## src/rtl/edge_irq_pkg.sv

```systemverilog
package edge_irq_pkg;
  localparam int GROUPS  = 4;
  localparam int GROUP_W = 8;
  localparam int NLINES  = GROUPS * GROUP_W;

  // strobes and settings handed from control to datapath
  typedef struct packed {
    logic [NLINES-1:0] clrMask;
    logic [GROUPS-1:0] riseEn;
    logic [GROUPS-1:0] fallEn;
  } ctrl_strobe_t;
endpackage

```

## src/rtl/edge_irq_path.sv

```systemverilog
module edge_irq_path
  import edge_irq_pkg::*;
#(
  parameter int SYNC_STAGES = 2
) (
  input  logic              clk,
  input  logic              rst,
  input  logic [NLINES-1:0] lineIn,
  input  ctrl_strobe_t      strobe,
  output logic [NLINES-1:0] statusQ
);
  localparam int LAST = SYNC_STAGES - 1;

  logic [SYNC_STAGES-1:0][NLINES-1:0] syncQ;
  logic [NLINES-1:0] histQ;
  logic [NLINES-1:0] riseSeen, fallSeen;
  logic [NLINES-1:0] riseMask, fallMask;
  logic [NLINES-1:0] hitVec;

  // synchronizer chain and one-sample edge history
  always_ff @(posedge clk) begin
    if (rst) begin
      syncQ <= '0;
      histQ <= '0;
    end else begin
      syncQ[0] <= lineIn;
      for (int s = 1; s < SYNC_STAGES; s++) syncQ[s] <= syncQ[s-1];
      histQ <= syncQ[LAST];
    end
  end

  assign riseSeen = syncQ[LAST] & ~histQ;
  assign fallSeen = ~syncQ[LAST] & histQ;

  // widen the per-group enables to per-line masks
  for (genvar g = 0; g < GROUPS; g++) begin : g_grp
    assign riseMask[g*GROUP_W +: GROUP_W] = {GROUP_W{strobe.riseEn[g]}};
    assign fallMask[g*GROUP_W +: GROUP_W] = {GROUP_W{strobe.fallEn[g]}};
  end

  assign hitVec = (riseSeen & riseMask) | (fallSeen & fallMask);

  // new events win over a clear in the same cycle
  always_ff @(posedge clk) begin
    if (rst) statusQ <= '0;
    else     statusQ <= (statusQ & ~strobe.clrMask) | hitVec;
  end

  // a bit can only become set by an enabled edge
  p_set_needs_edge_r5: assert property (@(posedge clk) disable iff (rst)
    1'b1 |=> ((statusQ & ~$past(statusQ) & ~$past(hitVec)) == '0));

  // bits not named by a clear keep their value
  p_sticky_r6: assert property (@(posedge clk) disable iff (rst)
    1'b1 |=> ((statusQ & $past(statusQ & ~strobe.clrMask)) == $past(statusQ & ~strobe.clrMask)));

  // a clear with no concurrent event empties the bit; with one, the bit holds
  p_clear_r7: assert property (@(posedge clk) disable iff (rst)
    1'b1 |=> ((statusQ & $past(strobe.clrMask & ~hitVec)) == '0));
  p_event_wins_r7: assert property (@(posedge clk) disable iff (rst)
    1'b1 |=> ((statusQ & $past(hitVec)) == $past(hitVec)));
endmodule

```

## src/rtl/edge_irq_ctrl.sv

```systemverilog
module edge_irq_ctrl
  import edge_irq_pkg::*;
#(
  parameter int          ADDR_W      = 4,
  parameter int          DATA_W      = 8,
  parameter logic [3:0]  STATUS_BASE = 4'h8,
  parameter logic [3:0]  ENABLE_ADDR = 4'hE
) (
  input  logic              clk,
  input  logic              rst,
  input  logic [ADDR_W-1:0] busAddr,
  input  logic              busWrEn,
  input  logic [DATA_W-1:0] busWrData,
  input  logic [NLINES-1:0] statusQ,
  output logic [DATA_W-1:0] busRdData,
  output ctrl_strobe_t      strobe
);
  localparam int EN_W = 2 * GROUPS;

  logic [EN_W-1:0] enableQ;
  logic            enWrite;
  logic            mapped;

  assign enWrite = busWrEn && (busAddr == ADDR_W'(ENABLE_ADDR));

  always_ff @(posedge clk) begin
    if (rst)          enableQ <= '0;
    else if (enWrite) enableQ <= busWrData[EN_W-1:0];
  end

  assign strobe.riseEn = enableQ[GROUPS-1:0];
  assign strobe.fallEn = enableQ[EN_W-1:GROUPS];

  // write-one-to-clear decode per status byte
  for (genvar g = 0; g < GROUPS; g++) begin : g_clr
    assign strobe.clrMask[g*GROUP_W +: GROUP_W] =
      (busWrEn && busAddr == ADDR_W'(STATUS_BASE + g)) ? busWrData[GROUP_W-1:0] : '0;
  end

  always_comb begin
    busRdData = '0;
    mapped    = 1'b0;
    if (busAddr == ADDR_W'(ENABLE_ADDR)) begin
      busRdData = DATA_W'(enableQ);
      mapped    = 1'b1;
    end
    for (int g = 0; g < GROUPS; g++) begin
      if (busAddr == ADDR_W'(STATUS_BASE + g)) begin
        busRdData = DATA_W'(statusQ[g*GROUP_W +: GROUP_W]);
        mapped    = 1'b1;
      end
    end
  end

  p_enable_write_r2: assert property (@(posedge clk) disable iff (rst)
    enWrite |=> (enableQ == $past(busWrData[EN_W-1:0])));
  p_enable_hold_r9: assert property (@(posedge clk) disable iff (rst)
    !enWrite |=> $stable(enableQ));
  p_unmapped_zero_r9: assert property (@(posedge clk) disable iff (rst)
    !mapped |-> (busRdData == '0));
endmodule

```

## src/rtl/edge_irq_top.sv

```systemverilog
module edge_irq_top
  import edge_irq_pkg::*;
(
  input  logic        clk,
  input  logic        rst,
  input  logic [31:0] lineIn,
  input  logic [3:0]  busAddr,
  input  logic        busWrEn,
  input  logic [7:0]  busWrData,
  output logic [7:0]  busRdData,
  input  logic        globalIrqEn,
  output logic        irqOut
);
  ctrl_strobe_t      strobe;
  logic [NLINES-1:0] statusQ;

  edge_irq_ctrl #(.ADDR_W(4), .DATA_W(8)) u_ctrl (
    .clk(clk), .rst(rst), .busAddr(busAddr), .busWrEn(busWrEn),
    .busWrData(busWrData), .statusQ(statusQ), .busRdData(busRdData),
    .strobe(strobe)
  );

  edge_irq_path #(.SYNC_STAGES(2)) u_path (
    .clk(clk), .rst(rst), .lineIn(lineIn), .strobe(strobe), .statusQ(statusQ)
  );

  assign irqOut = globalIrqEn & (|statusQ);

  // with the gate open, the interrupt holds until every bit is cleared
  p_irq_hold_r8: assert property (@(posedge clk) disable iff (rst)
    (irqOut && globalIrqEn && (strobe.clrMask == '0)) |=> (irqOut || !globalIrqEn));
endmodule

```

## config.mk

```make
export PLATFORM = sky130hd
export DESIGN_NAME = edge_irq_top
export DESIGN_NICKNAME = d
export VERILOG_FILES = /design/src/rtl/edge_irq_pkg.sv /design/src/rtl/edge_irq_path.sv /design/src/rtl/edge_irq_ctrl.sv /design/src/rtl/edge_irq_top.sv
export SDC_FILE = /design/constraint.sdc
export NUM_CORES = 1
export LEC_CHECK = 0
export CAP_MARGIN = 20
export CORE_UTILIZATION = 50
export DETAILED_ROUTE_END_ITERATION = 10
export PLACE_DENSITY = 0.82
export SLEW_MARGIN = 25
export SYNTH_ARGS = -nofsm -noshare
export SYNTH_HDL_FRONTEND = slang
export SYNTH_SLANG_ARGS = --single-unit
```

## constraint.sdc

```tcl
create_clock -name clk -period 2 [get_ports clk]
set_input_delay 0.6 -clock clk [delete_from_list [all_inputs] [get_ports clk]]
set_output_delay 0.6 -clock clk [all_outputs]
set_load 0.05 [all_outputs]
```

After elaboration in Yosys (flattened, before gate mapping)
Index checks and enable logic that the tools add are counted.

storage, ports and cells
  output and inout bits = 9
  flip-flop bits (word level) = 136

cells by class
  bitwise gates (word level) = 11
  reduce and logical (&&, ||, !) cells = 6
  eq/ne operators = 5
  mux-type cells = 9

operator list
  cell                count
  $and 32x32->32      5
  $not 32->32         3
  $mux 8              9
  $or 32x32->32       2
  $reduce_or 32->1    1
  $eq 4x4->1 const B  5
  $logic_and 1x1->1   5
  $and 1x1->1         1

Depth between registers and ports, before layout
Gate-level depths: netlist (run 1).

  word-level depth = 6
  gate-level depth with buffers = 5
  depth with buffers taken out = 3

Hierarchy
From an unflattened synthesis (run 1), not the netlist that was laid out.

second synthesis, totals
  cells, all modules = 514
  area total of the unflattened synthesis = 5186.2 um2

modules (own cells, without submodules)
  module         cells an instance  times used  area each (um2)
  edge_irq_path  374                1           4169.0
  edge_irq_ctrl  129                1           940.9
  edge_irq_top   11                 1           76.3

Least setup slack after synthesis (run 1)
Ideal clock, no wire load.

  kind = input -> output
  start point = input port busAddr[2]
  end point = output port busRdData[7]
  path buffers = 1
  arrival time = 1674 ps
  slack = -274 ps
  stages = 4
  required time = 1400 ps
  cell sequence = buf_6 or3b_1 o211a_1 o311a_1

between the ends
  word-level cells in the longest chain between the ends = 6

ends and longest elaborated chain
  what                  RTL line             text
  start, declared       edge_irq_top.sv:7    input logic [3:0] busAddr,
  $eq 4x4->1            edge_irq_ctrl.sv:43  if (busAddr == ADDR_W'(ENABLE_ADDR)) begin
  $mux 8                edge_irq_ctrl.sv:43
  $mux 8 (3 in series)  edge_irq_ctrl.sv:48  if (busAddr == ADDR_W'(STATUS_BASE + g)) begin
  $mux 8 (*)            edge_irq_ctrl.sv:48
  end, declared         edge_irq_top.sv:10   output logic [7:0] busRdData,

Every way passes the cells marked *; elsewhere a longest branch is shown, timed or not.

Final worst setup path (run 1)
  start point = register u_path.statusQ[4]
  end point = output port irqOut

between the ends
  word-level cells in the longest chain between the ends = 2

ends and longest elaborated chain
  what                    RTL line             text
  start, declared         edge_irq_path.sv:10  output logic [NLINES-1:0] statusQ
  start signal, assigned  edge_irq_path.sv:46  else statusQ <= (statusQ & ~strobe.clrMask) | hitVec;
  $reduce_or 32->1        edge_irq_top.sv:27   assign irqOut = globalIrqEn & (|statusQ);
  $and 1x1->1             edge_irq_top.sv:27
  end, declared           edge_irq_top.sv:12   output logic irqOut

Every way passes these cells.

==> impl_metrics.env, run 1 <==
export IMPL_status="finished with violations"
export IMPL_violations="setup timing"
export IMPL_grt_use_total_pct=25.68
export IMPL_cts_path_max_buffers=2
export IMPL_synth_warnings=0
export IMPL_dr_pass1_iters=4
export IMPL_htree_levels=4
export IMPL_path_clk_slew_ns=0.06
export IMPL_finalInstanceArea_sq_um=6884
export IMPL_drt_iter0_drc=167
export IMPL_hold_class="reg -> reg"
export IMPL_max_slew_margin_pct=73.37
export IMPL_path_max_fanout=2
export IMPL_cts_tree="built"
export IMPL_portBuffers=56
export IMPL_synthCells=510
export IMPL_die_w_um=102.5
export IMPL_worst_pin_slew_ns=0.3995
export IMPL_final_common_cell="dfxtp_1"
export IMPL_layout_drive_gt1_share_pct=20.76
export IMPL_rsz0062_at_grt="yes"
export IMPL_synthDistinctLibCells=30
export IMPL_start_util_pct=51.66
export IMPL_antenna_left=0
export IMPL_grt_max_degree=38
export IMPL_power_frac_clock_pct=47.2
export IMPL_switching_share_pct=22.74
export IMPL_end_kind="primary output"
export IMPL_yosysSeqAreaShare_pct=53.91
export IMPL_finalHoldViolCount=0
export IMPL_worstPathArrival_ns=1.86
export IMPL_slew_violations=0
export IMPL_die_h_um=102.5
export IMPL_rr_worst_depth=3
export IMPL_cts_made_buffers=17
export IMPL_area_delta_synth_final_pct=36.32
export IMPL_antenna_found_initial=0
export IMPL_vias=4064
export IMPL_die_area_sq_um=10510
export IMPL_routed_wirelength_um=12780
export IMPL_io_pins=57
export IMPL_hpwl_um=8760
export IMPL_place_area_sq_um=6020
export IMPL_pwr_share_comb_pct=7.7
export IMPL_power_mw=6.270
export IMPL_place_ws_ns=-0.6890
export IMPL_p_per_area_nw_per_um2=910.7
export IMPL_holdPathStages=1
export IMPL_fmaxAchievable_mhz=406.8
export IMPL_cap_violations=0
export IMPL_critical_path_max_stage_delay_ns=0.33
export IMPL_critPathSlowestCell="dfxtp_2"
export IMPL_worstSetupStartpointType="flip-flop"
export IMPL_crit_required_ns=1.40
export IMPL_grt_pass1_vias=3951
export IMPL_place_congestion=0.8829
export IMPL_vdd_drop_max_v=0.0006658
export IMPL_ys_ff_latch=136
export IMPL_p_switching_mw=1.426
export IMPL_wl_per_cell_um=17.27
export IMPL_crit_type="reg -> out"
export IMPL_power_frac_seq_pct=45.1
export IMPL_nets=642
export IMPL_cts_root_buf="clkbuf_8"
export IMPL_row_count=36
export IMPL_final_setup_viol_count=9
export IMPL_grt_pass1_wl_um=19820
export IMPL_skew_ns=0.006115
export IMPL_setup_slack_ns=-0.4583
export IMPL_gr_total_overflow=0
export IMPL_final_cell_mix="dfxtp_1, nor2b_1, nand3b_1, clkdlybuf4s50_1, buf_4"
export IMPL_p_int_mw=4.844
export IMPL_syn_nets=558
export IMPL_syn_area_per_cell_sq_um=9.902
export IMPL_num_fill_cells=747
export IMPL_core_area_sq_um=9774
export IMPL_drc=0
export IMPL_diodes=0
export IMPL_period_minus_slack_ns=2.458
export IMPL_finalCritPeriodShare_pct=122.9
export IMPL_clk_latency_ns=0.51
export IMPL_leakagePower_nw=2.508
export IMPL_cts_sinks=136
export IMPL_syn_area_sq_um=5050
export IMPL_via_per_inst=5.492
export IMPL_path_cells="nor4_4 -> buf_4 -> nand4_1 -> o21a_1 -> buf_12"
what timing repair did:
| action | 4_1_cts | 5_1_grt |
|---|---|---|
| pin swaps | 8 | 5 |
| gates resized for setup | 54 | 9 |
| setup endpoints to repair | 9 | 9 |
| cloned | 4 | 0 |
| hold buffers | 0 | 0 |
| buffers inserted | 6 | 1 |
area by class of cell:
| type | count | area, sq um | share of cell area [%] |
|---|---|---|---|
| tap | 133 | 166.4 | 2.417 |
| timing repair buffer | 104 | 1117 | 16.23 |
| clock buffer | 19 | 421.7 | 6.125 |
| clock inverter | 13 | 148.9 | 2.163 |
| inverter | 1 | 3.754 | 0.05453 |
| multi-input combinational | 334 | 2296 | 33.35 |
| sequential | 136 | 2730 | 39.66 |
kinds of logic (layout without fill, tap and decap cells):
family	after synthesis	in the layout	share of synthesized area [%]
AO/OA/AOI/OAI	105	105	12.31
buffers and inverters	40	137	3.617
flip-flops	136	136	53.91
multiplexers	8	8	1.759
AND/OR/NAND/NOR	221	221	28.39
flip-flops by register name, indices dropped and copies added, names as in the netlist:
| signal | cells |
|---|---|
| u_path.syncQ | 64 |
| u_path.histQ | 32 |
| u_path.statusQ | 32 |
| u_ctrl.enableQ | 8 |
per-stage QoR:
stage               std cells  util, %  hold WS [ns]  setup TNS, ns
global placement          698    61.58        0.4165         -13.50
finish                    740    70.43        0.4326         -2.469
global route              740    70.43        0.4491         -2.855
floorplan                 510        -        0.4138        -0.2936
detailed placement        698    61.58        0.4237         -13.99
CTS                       740    70.16        0.4353         -2.578
synth_stat cells:
| master | n | area share, % |
|---|---|---|
| o21ai_0 | 31 | 3.1 |
| nand4_1 | 2 | 0.25 |
| nand3b_1 | 73 | 11 |
| nor3b_1 | 1 | 0.15 |
| a31oi_1 | 32 | 4.0 |
| o211a_1 | 1 | 0.20 |
| mux2_2 | 7 | 1.6 |
| and4b_1 | 1 | 0.20 |
| buf_1 | 5 | 0.37 |
| nor2_1 | 7 | 0.52 |
| clkbuf_1 | 18 | 1.3 |
| buf_2 | 13 | 1.3 |
| or3b_1 | 1 | 0.17 |
| o21a_1 | 1 | 0.15 |
| o311a_1 | 1 | 0.20 |
| dfxtp_1 | 136 | 54 |
| nand2b_1 | 7 | 0.87 |
| a21oi_1 | 22 | 2.2 |
| nand2_1 | 7 | 0.52 |
| nor2b_1 | 96 | 12 |
| nand4b_1 | 1 | 0.17 |
| or3b_4 | 1 | 0.22 |
| mux2i_1 | 1 | 0.20 |
| nand3_1 | 16 | 1.6 |
| clkbuf_2 | 1 | 0.099 |
| nor4_1 | 8 | 0.99 |
| buf_6 | 2 | 0.45 |
| o21ai_1 | 10 | 0.99 |
| inv_1 | 1 | 0.074 |
| o221a_2 | 7 | 1.6 |
final timing paths:
check | startpoint | to | slack (ns)
min reg2reg | u_path.syncQ[24]$_SDFF_PP0_ | u_path.syncQ[56]$_SDFF_PP0_ | 0.43
min | u_path.syncQ[24]$_SDFF_PP0_ | u_path.syncQ[56]$_SDFF_PP0_ | 0.43
max | u_path.statusQ[4]$_SDFF_PP0_ | irqOut | -0.46
max reg2reg | u_ctrl.enableQ[7]$_SDFFE_PP0P_ | u_path.statusQ[29]$_SDFF_PP0_ | 1.06
layer usage:
layer  wire length [um]  up-vias  track usage, %
met1               5551     1929           32.10
met5                  0        -               0
met4                420        0           14.07
met3                690       29           5.017
li1                   -     1967               -
met2               6116      139           41.79
critical path, delay by kind of cell, from the launching register on:
family	cells	cell delay (ns)
and+or+nand+nor	2	0.44
DFF	1	0.33
buffers and inverters	2	0.31
AOI/OAI and AO/OA	1	0.26
power groups by stage:
stage                     Clock (mW)  Combinational [mW]  Sequential [mW]
after floorplan                    0               0.238             2.87
after global placement             0               0.416             2.88
after detailed placement           0               0.424             2.88
after CTS                       3.00               0.478             2.83
after global routing            3.12               0.513             2.83
final                           2.96               0.483             2.83
Note: power is estimated with default switching activity, not from simulation.
==> inputs of run 2 (changes only) <==
--- a/config.mk
+++ b/config.mk
@@ -8,6 +8,7 @@
 export CAP_MARGIN = 20
 export CORE_UTILIZATION = 50
 export DETAILED_ROUTE_END_ITERATION = 10
+export GPL_ROUTABILITY_DRIVEN = 0
 export PLACE_DENSITY = 0.82
 export SLEW_MARGIN = 25
 export SYNTH_ARGS = -nofsm -noshare
==> run 2 against run 1 <==
Compared with the run above:
- clock skew increased by 0.00054 ns
- global-route usage is 2.9 points higher
- first-iteration DRC count up 140%
- critical endpoint is now busRdData[7]
- count of clock-buffer cells in the layout increased by 2
- utilization rose by 0.35 points
- critical path type unchanged
- the run still ends with setup timing left
- highest routed layer is now met5
- die area is the same
- via count grew 8.1%
==> impl_metrics.env, run 2 (synthesis gave the netlist of run 1 again) <==
export IMPL_cts_sinks=136
export IMPL_cts_root_buf="clkbuf_8"
export IMPL_clk_latency_ns=0.53
export IMPL_antenna_found_initial=0
export IMPL_drc=0
export IMPL_cts_made_buffers=17
export IMPL_worstSetupStartpointType="flip-flop"
export IMPL_io_pins=57
export IMPL_drt_met1_wl_um=5332
export IMPL_violations="setup timing"
export IMPL_dr_pass1_iters=8
export IMPL_die_h_um=102.5
export IMPL_grt_max_degree=48
export IMPL_place_area_sq_um=5909
export IMPL_grt_pass1_vias=4121
export IMPL_p_per_area_nw_per_um2=990.8
export IMPL_routed_wirelength_um=14260
export IMPL_end_kind="primary output"
export IMPL_slew_violations=0
export IMPL_cts_tree="built"
export IMPL_place_ws_ns=-0.7070
export IMPL_antenna_left=0
export IMPL_portBuffers=56
export IMPL_final_common_cell="dfxtp_1"
export IMPL_worstPathArrival_ns=1.85
export IMPL_reg2reg_setup_slack_ns=0.98
export IMPL_reg2reg_to="u_path.statusQ[7]$_SDFF_PP0_"
export IMPL_vdd_drop_max_v=0.0005939
export IMPL_largest_reg_flops=64
export IMPL_rsz0062_at_grt="yes"
export IMPL_top_regs="u_path.syncQ x64, u_path.histQ x32, u_path.statusQ x32"
export IMPL_finalInstanceArea_sq_um=6918
export IMPL_leakagePower_nw=2.506
export IMPL_diodes=0
export IMPL_crit_type="reg -> out"
export IMPL_core_area_sq_um=9774
export IMPL_status="finished with violations"
export IMPL_highest_signal_layer="met5"
export IMPL_crit_required_ns=1.40
export IMPL_area_delta_synth_final_pct=36.99
export IMPL_final_cell_mix="dfxtp_1, nor2b_1, nand3b_1, clkdlybuf4s50_1, a31oi_1"
export IMPL_row_count=36
export IMPL_worst_pin_slew_ns=0.3551
export IMPL_htree_levels=4
export IMPL_hp_start="u_path.syncQ[28]$_SDFF_PP0_"
export IMPL_finalCritPeriodShare_pct=122.4
export IMPL_drt_iter0_drc=409
export IMPL_nets=630
export IMPL_met3WireLength_um=1387
export IMPL_holdPathStages=1
export IMPL_vias=4394
export IMPL_multi_input_area_sq_um=2367
export IMPL_rr_worst_depth=3
export IMPL_skew_ns=0.006659
export IMPL_cap_violations=0
export IMPL_max_slew_margin_pct=76.33
export IMPL_path_max_fanout=3
export IMPL_path_clk_slew_ns=0.06
export IMPL_cts_path_max_buffers=2
export IMPL_wl_per_cell_um=19.61
export IMPL_grt_use_total_pct=28.57
export IMPL_setup_slack_ns=-0.4477
export IMPL_via_per_inst=6.044
export IMPL_finalHoldViolCount=0
export IMPL_fmaxAchievable_mhz=408.6
export IMPL_die_area_sq_um=10510
export IMPL_die_w_um=102.5
export IMPL_final_setup_viol_count=9
export IMPL_cts_hold_buffers_added=0
export IMPL_fin_util_pct=70.78
export IMPL_layout_drive_gt1_share_pct=20.88
export IMPL_hold_class="reg -> reg"
export IMPL_grt_pass1_wl_um=21780
export IMPL_period_minus_slack_ns=2.448
export IMPL_start_util_pct=51.66
export IMPL_hpwl_um=7953
export IMPL_r2r_start="u_ctrl.enableQ[4]$_SDFFE_PP0P_"
export IMPL_worstHoldEndpoint="u_path.syncQ[60]$_SDFF_PP0_"
export IMPL_gr_total_overflow=0
export IMPL_num_fill_cells=637
export IMPL_regMostFlops="u_path.syncQ"
export IMPL_wl_met2_um=6590
export IMPL_layout_area_seq_sq_um=2730
run 2: layout make-up:
class | instances | area share, %
Clock buffer | 21 | 6.638
Sequential cell | 136 | 39.46
Inverter | 1 | 0.05426
Timing Repair Buffer | 92 | 14.13
Clock inverter | 10 | 3.093
Tap cell | 133 | 2.406
Multi-Input combinational cell | 334 | 34.22
run 2: what timing repair did:
item	CTS	global route
gates cloned	2	0
setup buffers	7	2
endpoints found under the setup margin	9	9
pin swaps	9	6
resized for setup	61	18
run 2: worst max path at each step:
| stage | from | end | slack (ns) | cells past startpoint |
|---|---|---|---|---|
| detailed placement | busAddr[0] | busRdData[2] | -0.71 | 5 |
| CTS | u_path.statusQ[23]$_SDFF_PP0_ | busRdData[7] | -0.45 | 4 |
| finish | u_path.statusQ[23]$_SDFF_PP0_ | busRdData[7] | -0.45 | 4 |
| global route | u_path.statusQ[23]$_SDFF_PP0_ | busRdData[7] | -0.48 | 4 |
| floorplan | busAddr[2] | busRdData[7] | -0.16 | 4 |
| global placement | busAddr[3] | busRdData[7] | -0.70 | 5 |
run 2: power breakdown:
group | total [mW] | internal [mW] | switching [mW]
registers | 2.83 | 2.79 | 0.0399
clock network | 3.54 | 2.38 | 1.16
logic | 0.482 | 0.254 | 0.228
run 2: routing by layer:
| metal | GRT usage [%] | vias to the layer above |
|---|---|---|
| met4 | 17.91 | 2 |
| met1 | 33.51 | 2053 |
| met5 | 0 | - |
| met3 | 7.593 | 92 |
| met2 | 46.56 | 308 |
| li1 | - | 1939 |
run 2: worst max-delay path, stage by stage, from the launching register on:
cell and delay [ns]:
dfxtp_2 0.35, or3b_1 0.36, o211a_1 0.13, o311a_4 0.33
buf_8 0.15
run 2: per-stage QoR:
stage / instances / total power [mW] / hold slack (ns) / setup TNS [ns]
floorplan: 510 / 3.110 / 0.4138 / -0.2936
global placement: 685 / 3.278 / 0.4172 / -13.82
detailed placement: 685 / 3.292 / 0.4204 / -15.28
CTS: 725 / 6.845 / 0.4338 / -2.963
global route: 727 / 7.039 / 0.4514 / -2.981
finish: 727 / 6.854 / 0.4305 / -2.818
==> inputs of run 3 (changes only) <==
--- a/config.mk
+++ b/config.mk
@@ -5,8 +5,9 @@
 export SDC_FILE = /design/constraint.sdc
 export NUM_CORES = 1
 export LEC_CHECK = 0
-export CAP_MARGIN = 20
-export CORE_UTILIZATION = 50
+export CELL_PAD_IN_SITES_DETAIL_PLACEMENT = 1
+export CELL_PAD_IN_SITES_GLOBAL_PLACEMENT = 2
+export CORE_UTILIZATION = 32
 export DETAILED_ROUTE_END_ITERATION = 10
 export GPL_ROUTABILITY_DRIVEN = 0
 export PLACE_DENSITY = 0.82
==> run 3 against run 2 <==
Compared with the run above:
- die area grew 55%
- setup slack gained 0.086 ns
- first-iteration DRC count shrank 51%
- count of clock-buffer cells in the layout shrank 1
- critical endpoint unchanged
- via count shrank 7.1%
- register-to-register slack gained 0.10 ns
- the run still ends with setup timing left
- routed wire length grew 0.15%
- combinational power grew 4%
- sequential share of layout area shrank 1.1 points
- maximum frequency grew 3.6%
- largest power group unchanged
- cell count grew 12%
- clock power shrank 9.3%
==> impl_metrics.env, run 3 (synthesis gave the netlist of run 1 again) <==
export IMPL_skew_ns=0.01080
export IMPL_largest_reg_flops=64
export IMPL_setup_slack_ns=-0.3621
export IMPL_path_clk_slew_ns=0.05
export IMPL_cts_sinks=136
export IMPL_htree_levels=4
export IMPL_wl_per_cell_um=17.50
export IMPL_power_mw=6.541
export IMPL_layout_drive_gt1_share_pct=23.31
export IMPL_vias=4084
export IMPL_vdd_drop_max_v=0.0005920
export IMPL_top_regs="u_path.syncQ x64, u_path.histQ x32, u_path.statusQ x32"
export IMPL_slew_violations=0
export IMPL_grt_max_degree=42
export IMPL_grt_pass1_wl_um=22460
export IMPL_gr_total_overflow=0
export IMPL_start_util_pct=32.97
export IMPL_diodes=0
export IMPL_rsz0062_at_grt="yes"
export IMPL_finalCritPeriodShare_pct=118.1
export IMPL_nets=640
export IMPL_cap_violations=0
export IMPL_fmaxAchievable_mhz=423.3
export IMPL_dr_pass1_iters=4
export IMPL_leakagePower_nw=2.548
export IMPL_portBuffers=56
export IMPL_violations="setup timing"
export IMPL_final_common_cell="dfxtp_1"
export IMPL_antenna_found_initial=0
export IMPL_worstSetupStartpointType="flip-flop"
export IMPL_hpwl_um=9670
export IMPL_status="finished with violations"
export IMPL_p_per_area_nw_per_um2=918.3
export IMPL_end_kind="primary output"
export IMPL_area_delta_synth_final_pct=41.06
export IMPL_drc=0
export IMPL_crit_type="reg -> out"
export IMPL_clk_latency_ns=0.43
export IMPL_crit_required_ns=1.40
export IMPL_routed_wirelength_um=14280
export IMPL_dp_cells=774
export IMPL_stdcell_count=816
export IMPL_final_cell_mix="dfxtp_1, nor2b_1, nand3b_1, clkdlybuf4s50_1, a31oi_1"
export IMPL_finalHoldViolCount=0
export IMPL_regMostFlops="u_path.syncQ"
export IMPL_grt_use_total_pct=18.46
export IMPL_worst_pin_slew_ns=0.4037
export IMPL_die_w_um=127.6
export IMPL_io_pins=57
export IMPL_path_max_fanout=3
export IMPL_drt_iter0_drc=201
export IMPL_worstPathArrival_ns=1.76
export IMPL_cts_tree="built"
export IMPL_num_fill_cells=1679
export IMPL_hold_class="reg -> reg"
export IMPL_die_h_um=127.6
export IMPL_cts_made_buffers=17
export IMPL_die_area_sq_um=16290
export IMPL_final_setup_viol_count=9
export IMPL_max_slew_margin_pct=73.09
export IMPL_via_per_inst=5.005
export IMPL_cts_root_buf="clkbuf_16"
export IMPL_period_minus_slack_ns=2.362
export IMPL_cts_path_max_buffers=2
export IMPL_grt_pass1_vias=4308
export IMPL_row_count=45
export IMPL_core_area_sq_um=15310
export IMPL_antenna_left=0
[run 3: changes by cell type in the layout (fill, tap and decap cells not counted), moves of 3 or more]
cell / delta
nor4_2: +3
bufinv_16: -3
a21oi_1: -4
buf_4: +6
mux2_2: -4
a21oi_4: +3
mux2_4: +4
clkinv_2: +4
clkinvlp_4: +3
[run 3: through the flow]
step	TNS [ns]	util [%]	hold WS [ns]	setup WS, ns	area (sq um)
floorplan	-0.2936	-	0.4138	-0.1575	5161
global placement	-12.45	39.84	0.4243	-0.6864	6102
detailed placement	-13.48	39.84	0.4247	-0.7057	6102
CTS	-1.912	45.75	0.4378	-0.3521	7007
global route	-2.180	46.51	0.4457	-0.3991	7123
finish	-1.919	46.51	0.4349	-0.3621	7123
[run 3: report_power, final]
part | internal, mW | switching [mW] | leakage [nW]
Sequential | 2.79 | 0.0368 | 1.12
Combinational | 0.270 | 0.229 | 1.14
Clock | 2.05 | 1.16 | 0.294
Total | 5.11 | 1.43 | 2.55
[run 3: per-layer routing]
layer	part of all wire [%]	up-vias	GRT usage, %
met4	4.2	0	12.04
met3	5.8	39	4.774
li1	-	1953	-
met1	43	1968	21.49
met2	47	124	30.15
met5	0	-	0
[run 3: repair_timing]
action,CTS,global route
endpoints found under the setup margin,9,9
buffers inserted,8,0
pin swaps,14,12
hold buffers,0,0
gates resized for setup,70,26
cloned,2,0
[run 3: final timing paths]
kind,cells past startpoint,from,to,slack (ns)
max,4,u_path.statusQ[23]$_SDFF_PP0_,busRdData[7],-0.36
min,1,u_path.syncQ[14]$_SDFF_PP0_,u_path.syncQ[46]$_SDFF_PP0_,0.43
max reg2reg,3,u_ctrl.enableQ[7]$_SDFFE_PP0P_,u_path.statusQ[29]$_SDFF_PP0_,1.08
min reg2reg,1,u_path.syncQ[14]$_SDFF_PP0_,u_path.syncQ[46]$_SDFF_PP0_,0.43
[run 3: cell type report]
class,count,area [sq um],share of cell area [%]
sequential,136,2730,38.33
timing repair buffer,102,1106,15.53
multi-input combinational,334,2404,33.74
clock inverter,12,148.9,2.090
inverter,1,3.754,0.05270
clock buffer,20,466.7,6.552
tap,211,264.0,3.706
[run 3: critical path, stage by stage, from the launching register on]
cell     delay [ns]
dfxtp_2        0.35
or3b_1         0.37
o211a_1        0.15
o311a_4        0.32
buf_8          0.15
